**src/rtl/pix_fe_pkg.sv**
```systemverilog
package pix_fe_pkg;
    localparam int HIT_SLOTS = 2;

    typedef enum logic {
        SLOT_EARLY = 1'b0,
        SLOT_LATE  = 1'b1
    } slot_e;

    // oldest occupied slot wins the readout
    function automatic slot_e pick_slot(input logic [HIT_SLOTS-1:0] full);
        return full[0] ? SLOT_EARLY : SLOT_LATE;
    endfunction
endpackage

```
**src/rtl/pix_hit_sync.sv**
```systemverilog
module pix_hit_sync #(
    parameter int STAGES = 2
) (
    input  logic clk,
    input  logic rst_n,
    input  logic async_i,
    output logic pulse_o
);
    typedef struct packed {
        logic [STAGES-1:0] chain;
        logic              prev;
    } sync_t;

    sync_t s_d, s_q;

    always_comb begin
        s_d       = s_q;
        s_d.chain = {s_q.chain[STAGES-2:0], async_i};
        s_d.prev  = s_q.chain[STAGES-1];
    end

    always_ff @(posedge clk or negedge rst_n) begin
        if (!rst_n) s_q <= '0;
        else        s_q <= s_d;
    end

    assign pulse_o = s_q.chain[STAGES-1] & ~s_q.prev;

    // an edge yields a single-cycle pulse
    p_single_pulse_r5: assert property (@(posedge clk) disable iff (!rst_n)
        pulse_o |=> !pulse_o);
endmodule

```
**src/rtl/pix_hit_slot.sv**
```systemverilog
module pix_hit_slot #(
    parameter int TS_W = 5
) (
    input  logic            clk,
    input  logic            rst_n,
    input  logic            clr_i,
    input  logic            set_i,
    input  logic            rel_i,
    input  logic [TS_W-1:0] ts_bus_i,
    output logic            full_o,
    output logic [TS_W-1:0] ts_o
);
    typedef struct packed {
        logic            full;
        logic [TS_W-1:0] ts;
    } slot_t;

    slot_t s_d, s_q;

    always_comb begin
        s_d = s_q;
        if (clr_i) begin
            s_d.full = 1'b0;
            s_d.ts   = '0;
        end else begin
            if (!s_q.full) s_d.ts = ts_bus_i;
            if (rel_i)     s_d.full = 1'b0;
            if (set_i)     s_d.full = 1'b1;
        end
    end

    always_ff @(posedge clk or negedge rst_n) begin
        if (!rst_n) s_q <= '0;
        else        s_q <= s_d;
    end

    assign full_o = s_q.full;
    assign ts_o   = s_q.ts;

    // a captured stamp does not move while the slot stays occupied
    p_frozen_ts_r2: assert property (@(posedge clk) disable iff (!rst_n)
        (s_q.full && !clr_i && !rel_i) |=> $stable(ts_o));
endmodule

```
**src/rtl/pix_rd_sel.sv**
```systemverilog
module pix_rd_sel
    import pix_fe_pkg::*;
#(
    parameter int TS_W = 5
) (
    input  logic [HIT_SLOTS-1:0] full_i,
    input  logic [TS_W-1:0]      ts_i [HIT_SLOTS],
    input  logic                 train_i,
    input  logic                 ack_i,
    output logic                 req_o,
    output logic [TS_W-1:0]      ts_o,
    output logic                 slot_o,
    output logic [HIT_SLOTS-1:0] rel_o
);
    slot_e sel;

    always_comb begin
        sel    = pick_slot(full_i);
        req_o  = (|full_i) & ~train_i;
        ts_o   = '0;
        slot_o = 1'b0;
        rel_o  = '0;
        if (req_o) begin
            ts_o   = ts_i[sel];
            slot_o = sel;
            rel_o[sel] = ack_i;
        end
    end
endmodule

```
**src/rtl/pix_dualhit_fe.sv**
```systemverilog
module pix_dualhit_fe
    import pix_fe_pkg::*;
#(
    parameter int TS_W        = 5,
    parameter int SYNC_STAGES = 2,
    parameter bit OVF_EN      = 1'b1
) (
    input  logic            clk,
    input  logic            rst_n,
    input  logic            disc_i,
    input  logic [TS_W-1:0] ts_bus_i,
    input  logic            train_i,
    input  logic            kill_i,
    input  logic            rd_ack_i,
    output logic            rd_req_o,
    output logic [TS_W-1:0] rd_ts_o,
    output logic            rd_slot_o,
    output logic            ovf_o
);
    typedef struct packed {
        logic train;
        logic ovf;
    } ctl_t;

    ctl_t c_d, c_q;

    logic                 hit_pulse;
    logic                 train_rise;
    logic                 accept;
    logic [HIT_SLOTS-1:0] full;
    logic [HIT_SLOTS-1:0] set_v;
    logic [HIT_SLOTS-1:0] rel_v;
    logic [TS_W-1:0]      ts_v [HIT_SLOTS];

    pix_hit_sync #(.STAGES(SYNC_STAGES)) u_sync (
        .clk     (clk),
        .rst_n   (rst_n),
        .async_i (disc_i),
        .pulse_o (hit_pulse)
    );

    assign train_rise = train_i & ~c_q.train;
    assign accept     = hit_pulse & train_i & ~kill_i & ~train_rise;

    // fixed fill order: slot 0 first, slot 1 only behind it
    always_comb begin
        set_v[0] = accept & ~full[0];
        set_v[1] = accept & full[0] & ~full[1];
    end

    genvar g;
    generate
        for (g = 0; g < HIT_SLOTS; g++) begin : g_slot
            pix_hit_slot #(.TS_W(TS_W)) u_slot (
                .clk      (clk),
                .rst_n    (rst_n),
                .clr_i    (train_rise),
                .set_i    (set_v[g]),
                .rel_i    (rel_v[g]),
                .ts_bus_i (ts_bus_i),
                .full_o   (full[g]),
                .ts_o     (ts_v[g])
            );
        end
    endgenerate

    pix_rd_sel #(.TS_W(TS_W)) u_sel (
        .full_i  (full),
        .ts_i    (ts_v),
        .train_i (train_i),
        .ack_i   (rd_ack_i),
        .req_o   (rd_req_o),
        .ts_o    (rd_ts_o),
        .slot_o  (rd_slot_o),
        .rel_o   (rel_v)
    );

    always_comb begin
        c_d       = c_q;
        c_d.train = train_i;
        if (train_rise) begin
            c_d.ovf = 1'b0;
        end else if (OVF_EN && accept && (&full)) begin
            c_d.ovf = 1'b1;
        end
    end

    always_ff @(posedge clk or negedge rst_n) begin
        if (!rst_n) c_q <= '0;
        else        c_q <= c_d;
    end

    assign ovf_o = c_q.ovf;

    // inside a running train the late slot never fills ahead of the early one
    p_fill_order_r3: assert property (@(posedge clk) disable iff (!rst_n)
        (c_q.train && train_i && full[1]) |-> full[0]);

    // overflow inside a train implies both slots hold hits
    p_ovf_full_r4: assert property (@(posedge clk) disable iff (!rst_n)
        (c_q.train && train_i && ovf_o) |-> (&full));

    // a slot never fills on a cycle where the kill bit was set
    p_kill_blocks_r6: assert property (@(posedge clk) disable iff (!rst_n)
        $rose(full[0]) |-> !$past(kill_i));

    // an acknowledged early hit is gone on the next cycle
    p_ack_clears_r9: assert property (@(posedge clk) disable iff (!rst_n)
        (rd_req_o && rd_ack_i && !rd_slot_o) |=> !full[0]);

    // nothing is requested during acquisition
    p_no_req_train_r8: assert property (@(posedge clk) disable iff (!rst_n)
        (train_i && $past(train_i)) |-> !rd_req_o);
endmodule

```
**config.mk**
```make
export PLATFORM = sky130hd
export DESIGN_NAME = pix_dualhit_fe
export DESIGN_NICKNAME = d
export VERILOG_FILES = /design/src/rtl/pix_fe_pkg.sv /design/src/rtl/pix_hit_sync.sv /design/src/rtl/pix_hit_slot.sv /design/src/rtl/pix_rd_sel.sv /design/src/rtl/pix_dualhit_fe.sv
export SDC_FILE = /design/constraint.sdc
export NUM_CORES = 1
export LEC_CHECK = 0
export BUFFER_PORTS_ARGS = -buffer_cell sky130_fd_sc_hd__buf_2
export CAP_MARGIN = 20
export CORE_UTILIZATION = 46
export CTS_CLUSTER_DIAMETER = 50
export CTS_CLUSTER_SIZE = 25
export DETAILED_ROUTE_END_ITERATION = 16
export GPL_TIMING_DRIVEN = 0
export PLACE_DENSITY = 0.7
export SYNTH_ARGS = -nofsm -noshare
export SYNTH_HDL_FRONTEND = slang
export SYNTH_SLANG_ARGS = --single-unit
export TNS_END_PERCENT = 50
```
**constraint.sdc**
```tcl
create_clock -name clk -period 2.3 [get_ports clk]
set_input_delay 0.23 -clock clk [delete_from_list [all_inputs] [get_ports clk]]
set_output_delay 0.23 -clock clk [all_outputs]
set_load 0.01 [all_outputs]
```
# After elaboration in Yosys (flattened, before gate mapping)
# Cells that the tools add are included.
op_classes:
  reduce_logical: 7
  order_cmp: 3
  eq_ne: 2
  bitwise_logic: 18
  n_mux: 19
op_table:
  columns: ["operator", "count"]
  rows:
  - ["$mux W5", 6]
  - ["$mux W6", 2]
  - ["$and A1 B1 Y1", 9]
  - ["$mux W1", 9]
  - ["$not A1 Y1", 7]
  - ["$reduce_bool A3 Y1", 2]
  - ["$ne A2 B2 Y1 const B", 2]
  - ["$and A2 B2 Y2", 1]
  - ["$ge A2 B2 Y1 const B", 1]
  - ["$logic_and A1 B1 Y1", 2]
  - ["$lt A1 B2 Y1 const B", 1]
  - ["$mux W2", 1]
  - ["$not A1 Y2", 1]
  - ["$reduce_and A2 Y1", 1]
  - ["$reduce_bool A2 Y1", 1]
  - ["$reduce_or A2 Y1", 1]
  - ["$demux W1 S1", 1]
  - ["$ge A1 B1 Y1 const B", 1]
totals:
  input_bits: 11
  wordCells: 57
  regBits: 17
  out_inout_bits: 8

# Logic depth before layout (Yosys ltp)
depth:
  ltp_word: 10
  depth_mapped: 4
  ltp_nobuf: 3

# Hierarchy
# From an unflattened synthesis, not the netlist that was laid out.
unflattened:
  cells_unflattened: 75
  area_unflattened_um2: 812.0
modules_own_cells:
  columns: ["module", "seq_area_each_um2", "instances", "cells_per_inst", "area_each_um2"]
  rows:
  - ["pix_hit_slot", 150.1, 2, 20, 245.2]
  - ["pix_rd_sel", 0.0, 1, 22, 135.1]
  - ["pix_dualhit_fe", 50.0, 1, 9, 97.6]
  - ["pix_hit_sync", 75.1, 1, 4, 88.8]

# Worst setup path before layout
# No wires, ideal clock.
synth_timing:
  path_type: "reg-to-output"
  from: "register g_slot[1].u_slot.s_q (netlist bit g_slot[1].u_slot.full_o)"
  to: "output rd_slot_o"
  arrival_time_ns: 0.910
  stages_incl_launch_ff: 5
  path_slack_ns: 1.160
  required_ns: 2.070
  cell_sequence: "dfrtp_1 buf_4 buf_4 nor2_1 nor3_1"
synth_between:
  elab_chain_cells: 3
synth_rtl:
  columns: ["element", "line_no", "text"]
  rows:
  - ["from (decl)", "pix_hit_slot.sv:18", "slot_t s_d, s_q;"]
  - ["from (signal assigned)", "pix_hit_slot.sv:33", "if (!rst_n) s_q <= '0;"]
  - ["from (signal assigned)", "pix_hit_slot.sv:34", "else s_q <= s_d;"]
  - ["$reduce_or A2 Y1", "pix_rd_sel.sv:19", "req_o = (|full_i) & ~train_i;"]
  - ["$and A1 B1 Y1", "pix_rd_sel.sv:19", null]
  - ["$mux W1", "pix_rd_sel.sv:23", "if (req_o) begin"]
  - ["to (decl)", "pix_dualhit_fe.sv:17", "output logic rd_slot_o,"]
# No other way between the ends.

# Worst setup path in the final report
layout_timing:
  from: "register g_slot[0].u_slot.s_q (netlist bit g_slot[0].u_slot.full_o)"
  to: "output rd_ts_o[1]"
layout_between:
  elab_chain_cells: 6
layout_rtl:
  columns: ["element", "line_no", "text"]
  rows:
  - ["from (decl)", "pix_hit_slot.sv:18", null]
  - ["from (signal assigned)", "pix_hit_slot.sv:33", null]
  - ["from (signal assigned)", "pix_hit_slot.sv:34", null]
  - ["$mux W1", "pix_fe_pkg.sv:11", "return full[0] ? SLOT_EARLY : SLOT_LATE;"]
  - ["$not A1 Y2 (implied by the code)", "pix_rd_sel.sv:24", "ts_o = ts_i[sel];"]
  - ["$mux W5 (implied by the code) (3 in a row)", "pix_rd_sel.sv:24", null]
  - ["$mux W5 *", "pix_rd_sel.sv:23", null]
  - ["to (decl)", "pix_dualhit_fe.sv:16", "output logic [TS_W-1:0] rd_ts_o,"]
# Mark *: on every way between the ends. The rest lies on a longest branch, timed or not. The select of a mux whose other input is x is not followed.

==> impl_metrics.prom <==
# TYPE chip_impl_metric gauge
chip_impl_metric{name="design.final.nets",unit=""} 107
chip_impl_metric{name="synth_edf_count",unit=""} 0
chip_impl_metric{name="io-pin-count",unit=""} 19
chip_impl_metric{name="global_route.usage.total",unit="%"} 17.7
chip_impl_info{name="synth_area_leaders",value="sky130_fd_sc_hd__dfrtp_1 (54%), sky130_fd_sc_hd__a21oi_1 (6.4%), sky130_fd_sc_hd__mux2i_1 (6.4%)"} 1
chip_impl_metric{name="timing_hold_violations_final",unit=""} 0
chip_impl_metric{name="num_antenna_cells",unit=""} 0
chip_impl_metric{name="ys_types",unit=""} 21
chip_impl_metric{name="utilization_after_layout",unit="%"} 60.0
chip_impl_info{name="timing.critical_path.from_type",value="register"} 1
chip_impl_metric{name="ys_seq_elements",unit=""} 17
chip_impl_metric{name="gp_congestion",unit=""} 0.681
chip_impl_metric{name="dp_hpwl",unit="um"} 1050
chip_impl_info{name="yosysTopAreaCell",value="sky130_fd_sc_hd__dfrtp_1"} 1
chip_impl_info{name="post-synth-top-count-cell",value="sky130_fd_sc_hd__dfrtp_1"} 1
chip_impl_info{name="grt_setup_unrepaired",value="false"} 1
chip_impl_info{name="violations",value="DRC"} 1
chip_impl_metric{name="drc_errors",unit=""} 2
chip_impl_metric{name="worst-endpoint-arrival",unit="ns"} 1.39
chip_impl_metric{name="h-tree-depth",unit=""} 1
chip_impl_metric{name="drv_cap",unit=""} 0
chip_impl_metric{name="floorplan.die_area",unit="um^2"} 1880
chip_impl_info{name="clock-root-buffer",value="sky130_fd_sc_hd__clkbuf_4"} 1
chip_impl_metric{name="route.antenna.remaining_nets",unit=""} 0
chip_impl_metric{name="synth_warnings",unit=""} 0
chip_impl_metric{name="port_buffers",unit=""} 18
chip_impl_metric{name="finalSetupViolCount",unit=""} 0
chip_impl_metric{name="path_clk_slew",unit="ns"} 0.10
chip_impl_metric{name="floorplan.rows",unit=""} 14
chip_impl_metric{name="syn-instance-count",unit=""} 72
chip_impl_metric{name="synth-seq-area-share",unit="%"} 54.1
chip_impl_metric{name="post_drt_wl_per_cell",unit="um"} 13.4
chip_impl_metric{name="post_cts_resized",unit=""} 0
chip_impl_info{name="worstHoldPathType",value="input pin to register"} 1
chip_impl_metric{name="clock_latency",unit="ns"} 0.28
chip_impl_metric{name="detail_route.first_pass.iterations",unit=""} 9
chip_impl_info{name="outcome",value="complete, but fails checks"} 1
chip_impl_metric{name="drive_gt1_share",unit="%"} 31.6
chip_impl_metric{name="finalMaxSlewViolations",unit=""} 0
chip_impl_info{name="worstSetupPathType",value="register to primary output"} 1
chip_impl_metric{name="p_leak",unit="nW"} 0.452
chip_impl_metric{name="grt_pass1_vias",unit=""} 521
chip_impl_info{name="timing.critical_path.to_type",value="primary output"} 1
chip_impl_metric{name="grt_antenna_before_repair",unit=""} 0
chip_impl_metric{name="crit_share_post_route",unit="%"} 70.2
chip_impl_metric{name="grt-ovfl-total",unit=""} 0
chip_impl_metric{name="clockBufferDepth",unit=""} 2
chip_impl_metric{name="core_region_area",unit="um^2"} 1560
chip_impl_metric{name="max_freq",unit="MHz"} 619
chip_impl_metric{name="drt-vias-per-instance",unit=""} 5.20
chip_impl_metric{name="worst_ir_drop_vdd",unit="mV"} 0.511
chip_impl_metric{name="power-per-cell-area",unit="nW/um^2"} 728
chip_impl_info{name="synth.top_cells.by_count",value="sky130_fd_sc_hd__dfrtp_1 (17), sky130_fd_sc_hd__a21oi_1 (10), sky130_fd_sc_hd__nor2_1 (7), sky130_fd_sc_hd__nand2_1 (6), sky130_fd_sc_hd__nand2b_1 (6)"} 1
chip_impl_metric{name="start_util",unit="%"} 50.5
chip_impl_metric{name="critPathMaxFanout",unit=""} 10
chip_impl_metric{name="max_slew_margin",unit="%"} 74.9
chip_impl_metric{name="routed_wl",unit="um"} 1480
chip_impl_metric{name="synth_async_sr_flop_share",unit="%"} 100
chip_impl_metric{name="tightest_slew",unit="ns"} 0.377
chip_impl_metric{name="holdWs",unit="ns"} 0.0489
chip_impl_metric{name="fin_tns_setup",unit="ns"} 0
chip_impl_metric{name="post-cts-setup-buffer-count",unit=""} 0
chip_impl_metric{name="design_power_total",unit="mW"} 0.680
chip_impl_metric{name="chip_width",unit="um"} 43.4
chip_impl_metric{name="synth.avg_cell_area",unit="um^2"} 10.9
chip_impl_metric{name="skew",unit="ns"} 0.000867
chip_impl_metric{name="count_of_vias_placed_by_the_detailed_router",unit=""} 577
chip_impl_metric{name="die_h",unit="um"} 43.4
chip_impl_metric{name="drt-initial-drc-count",unit=""} 11
chip_impl_metric{name="synthDominantCellAreaShare",unit="%"} 54.1
chip_impl_metric{name="tritoncts.num_buffers",unit=""} 3
chip_impl_metric{name="clkSinkCount",unit=""} 17
chip_impl_metric{name="synth_nets",unit=""} 83
chip_impl_metric{name="wire_length_of_the_first_global_routing_pass",unit="um"} 2350
chip_impl_metric{name="syn_area",unit="um^2"} 787
chip_impl_info{name="synth-main-ff-cell",value="sky130_fd_sc_hd__dfrtp_1"} 1
chip_impl_info{name="cts_tree",value="done"} 1
chip_impl_metric{name="grt_start_max_net_pins",unit=""} 18
chip_impl_metric{name="layout-area-overhead-vs-synth",unit="%"} 18.8
chip_impl_metric{name="timing.critical_path.required",unit="ns"} 2.07
chip_impl_metric{name="final.min_clock_period",unit="ns"} 1.62
chip_impl_metric{name="holdBufCountCts",unit=""} 1
==> registers in the layout, summed over array words and instances (netlist names) <==
name / cells
g_slot.u_slot.ts_o: 10
u_sync.s_q: 1
c_q: 1
ovf_o: 1
u_sync.s_d: 2
g_slot.u_slot.full_o: 2
==> kinds of logic (layout without fill, tap and decap cells) <==
group	Yosys count	after routing	share of synthesized area (%)
muxes	5	5	6.36
and+or+nand+nor	28	28	21.5
DFF	17	17	54.1
AOI/OAI and AO/OA	15	15	11.8
buffers and inverters	7	30	6.36
==> cell usage in the layout, fill, tap and decap left out, drive strengths merged <==
cell type / netlist / routed
inv: 1 / 1
nand3b: 5 / 5
mux2i: 5 / 5
nand2: 7 / 7
o211ai: 1 / 1
nor3: 1 / 1
clkbuf: 1 / 4
nor4b: 1 / 1
buf: 5 / 23
and2b: 1 / 1
a21oi: 10 / 10
clkinv: 0 / 1
a32o: 1 / 1
nand2b: 6 / 6
nor2: 7 / 7
o21a: 1 / 1
o211a: 1 / 1
dlygate4sd3: 0 / 1
dfrtp: 17 / 17
a21o: 1 / 1
==> worst max-delay path: stages (launching register included) <==
cell,delay (ns)
sky130_fd_sc_hd__dfrtp_1,0.39
sky130_fd_sc_hd__clkbuf_1,0.21
sky130_fd_sc_hd__nand3b_1,0.21
sky130_fd_sc_hd__a21oi_1,0.15
sky130_fd_sc_hd__buf_2,0.14
==> where the power goes <==
part	internal, mW	switching [mW]
Sequential	0.336	0.0138
Combinational	0.0806	0.0937
Clock	0.0646	0.0918
Total	0.481	0.199
==> path summary, 6_finish.rpt <==
| check | start | to | slack (ns) | cells past startpoint |
|---|---|---|---|---|
| max in group asynchronous | rst_n | g_slot[1].u_slot.full_o$_DFFE_PN0P_ | 1.65 | 2 |
| worst min register to register | u_sync.s_d[2]$_DFF_PN0_ | u_sync.s_d[0]$_DFF_PN0_ | 0.37 | 0 |
| worst max register to register | g_slot[1].u_slot.full_o$_DFFE_PN0P_ | ovf_o$_DFFE_PN0P_ | 1.24 | 3 |
| worst min-delay path | disc_i | u_sync.s_d[2]$_DFF_PN0_ | 0.05 | 1 |
| worst max-delay path | g_slot[0].u_slot.full_o$_DFFE_PN0P_ | rd_ts_o[1] | 0.68 | 4 |
| min in group asynchronous | rst_n | u_sync.s_d[0]$_DFF_PN0_ | 0.38 | 2 |
==> routing by layer <==
metal / part of all wire, % / vias up / track usage, % / routed length, um
met4: 0.61 / 0 / 7.50 / 9
met5: 0 / - / 0 / 0
li1: - / 290 / - / -
met3: 3.2 / 2 / 3.75 / 47
met1: 50 / 273 / 24.0 / 736
met2: 46 / 12 / 27.9 / 688
==> cell type report <==
class | count | area, um^2
Sequential cell | 17 | 425
Multi-Input combinational cell | 48 | 312
Buffer | 6 | 46.3
Inverter | 1 | 3.75
Timing Repair Buffer | 19 | 100
Tap cell | 16 | 20.0
Fill cell | 137 | 624
Clock buffer | 3 | 22.5
Clock inverter | 1 | 5.00
==> per-stage QoR <==
step	area [um^2]	std cells	setup WS [ns]
floorplan	787	72	1.16
global placement	897	106	1.04
detailed placement	897	106	1.00
CTS	935	111	0.671
global route	935	111	0.581
finish	935	111	0.684
Note: power is estimated with default switching activity, not from simulation.
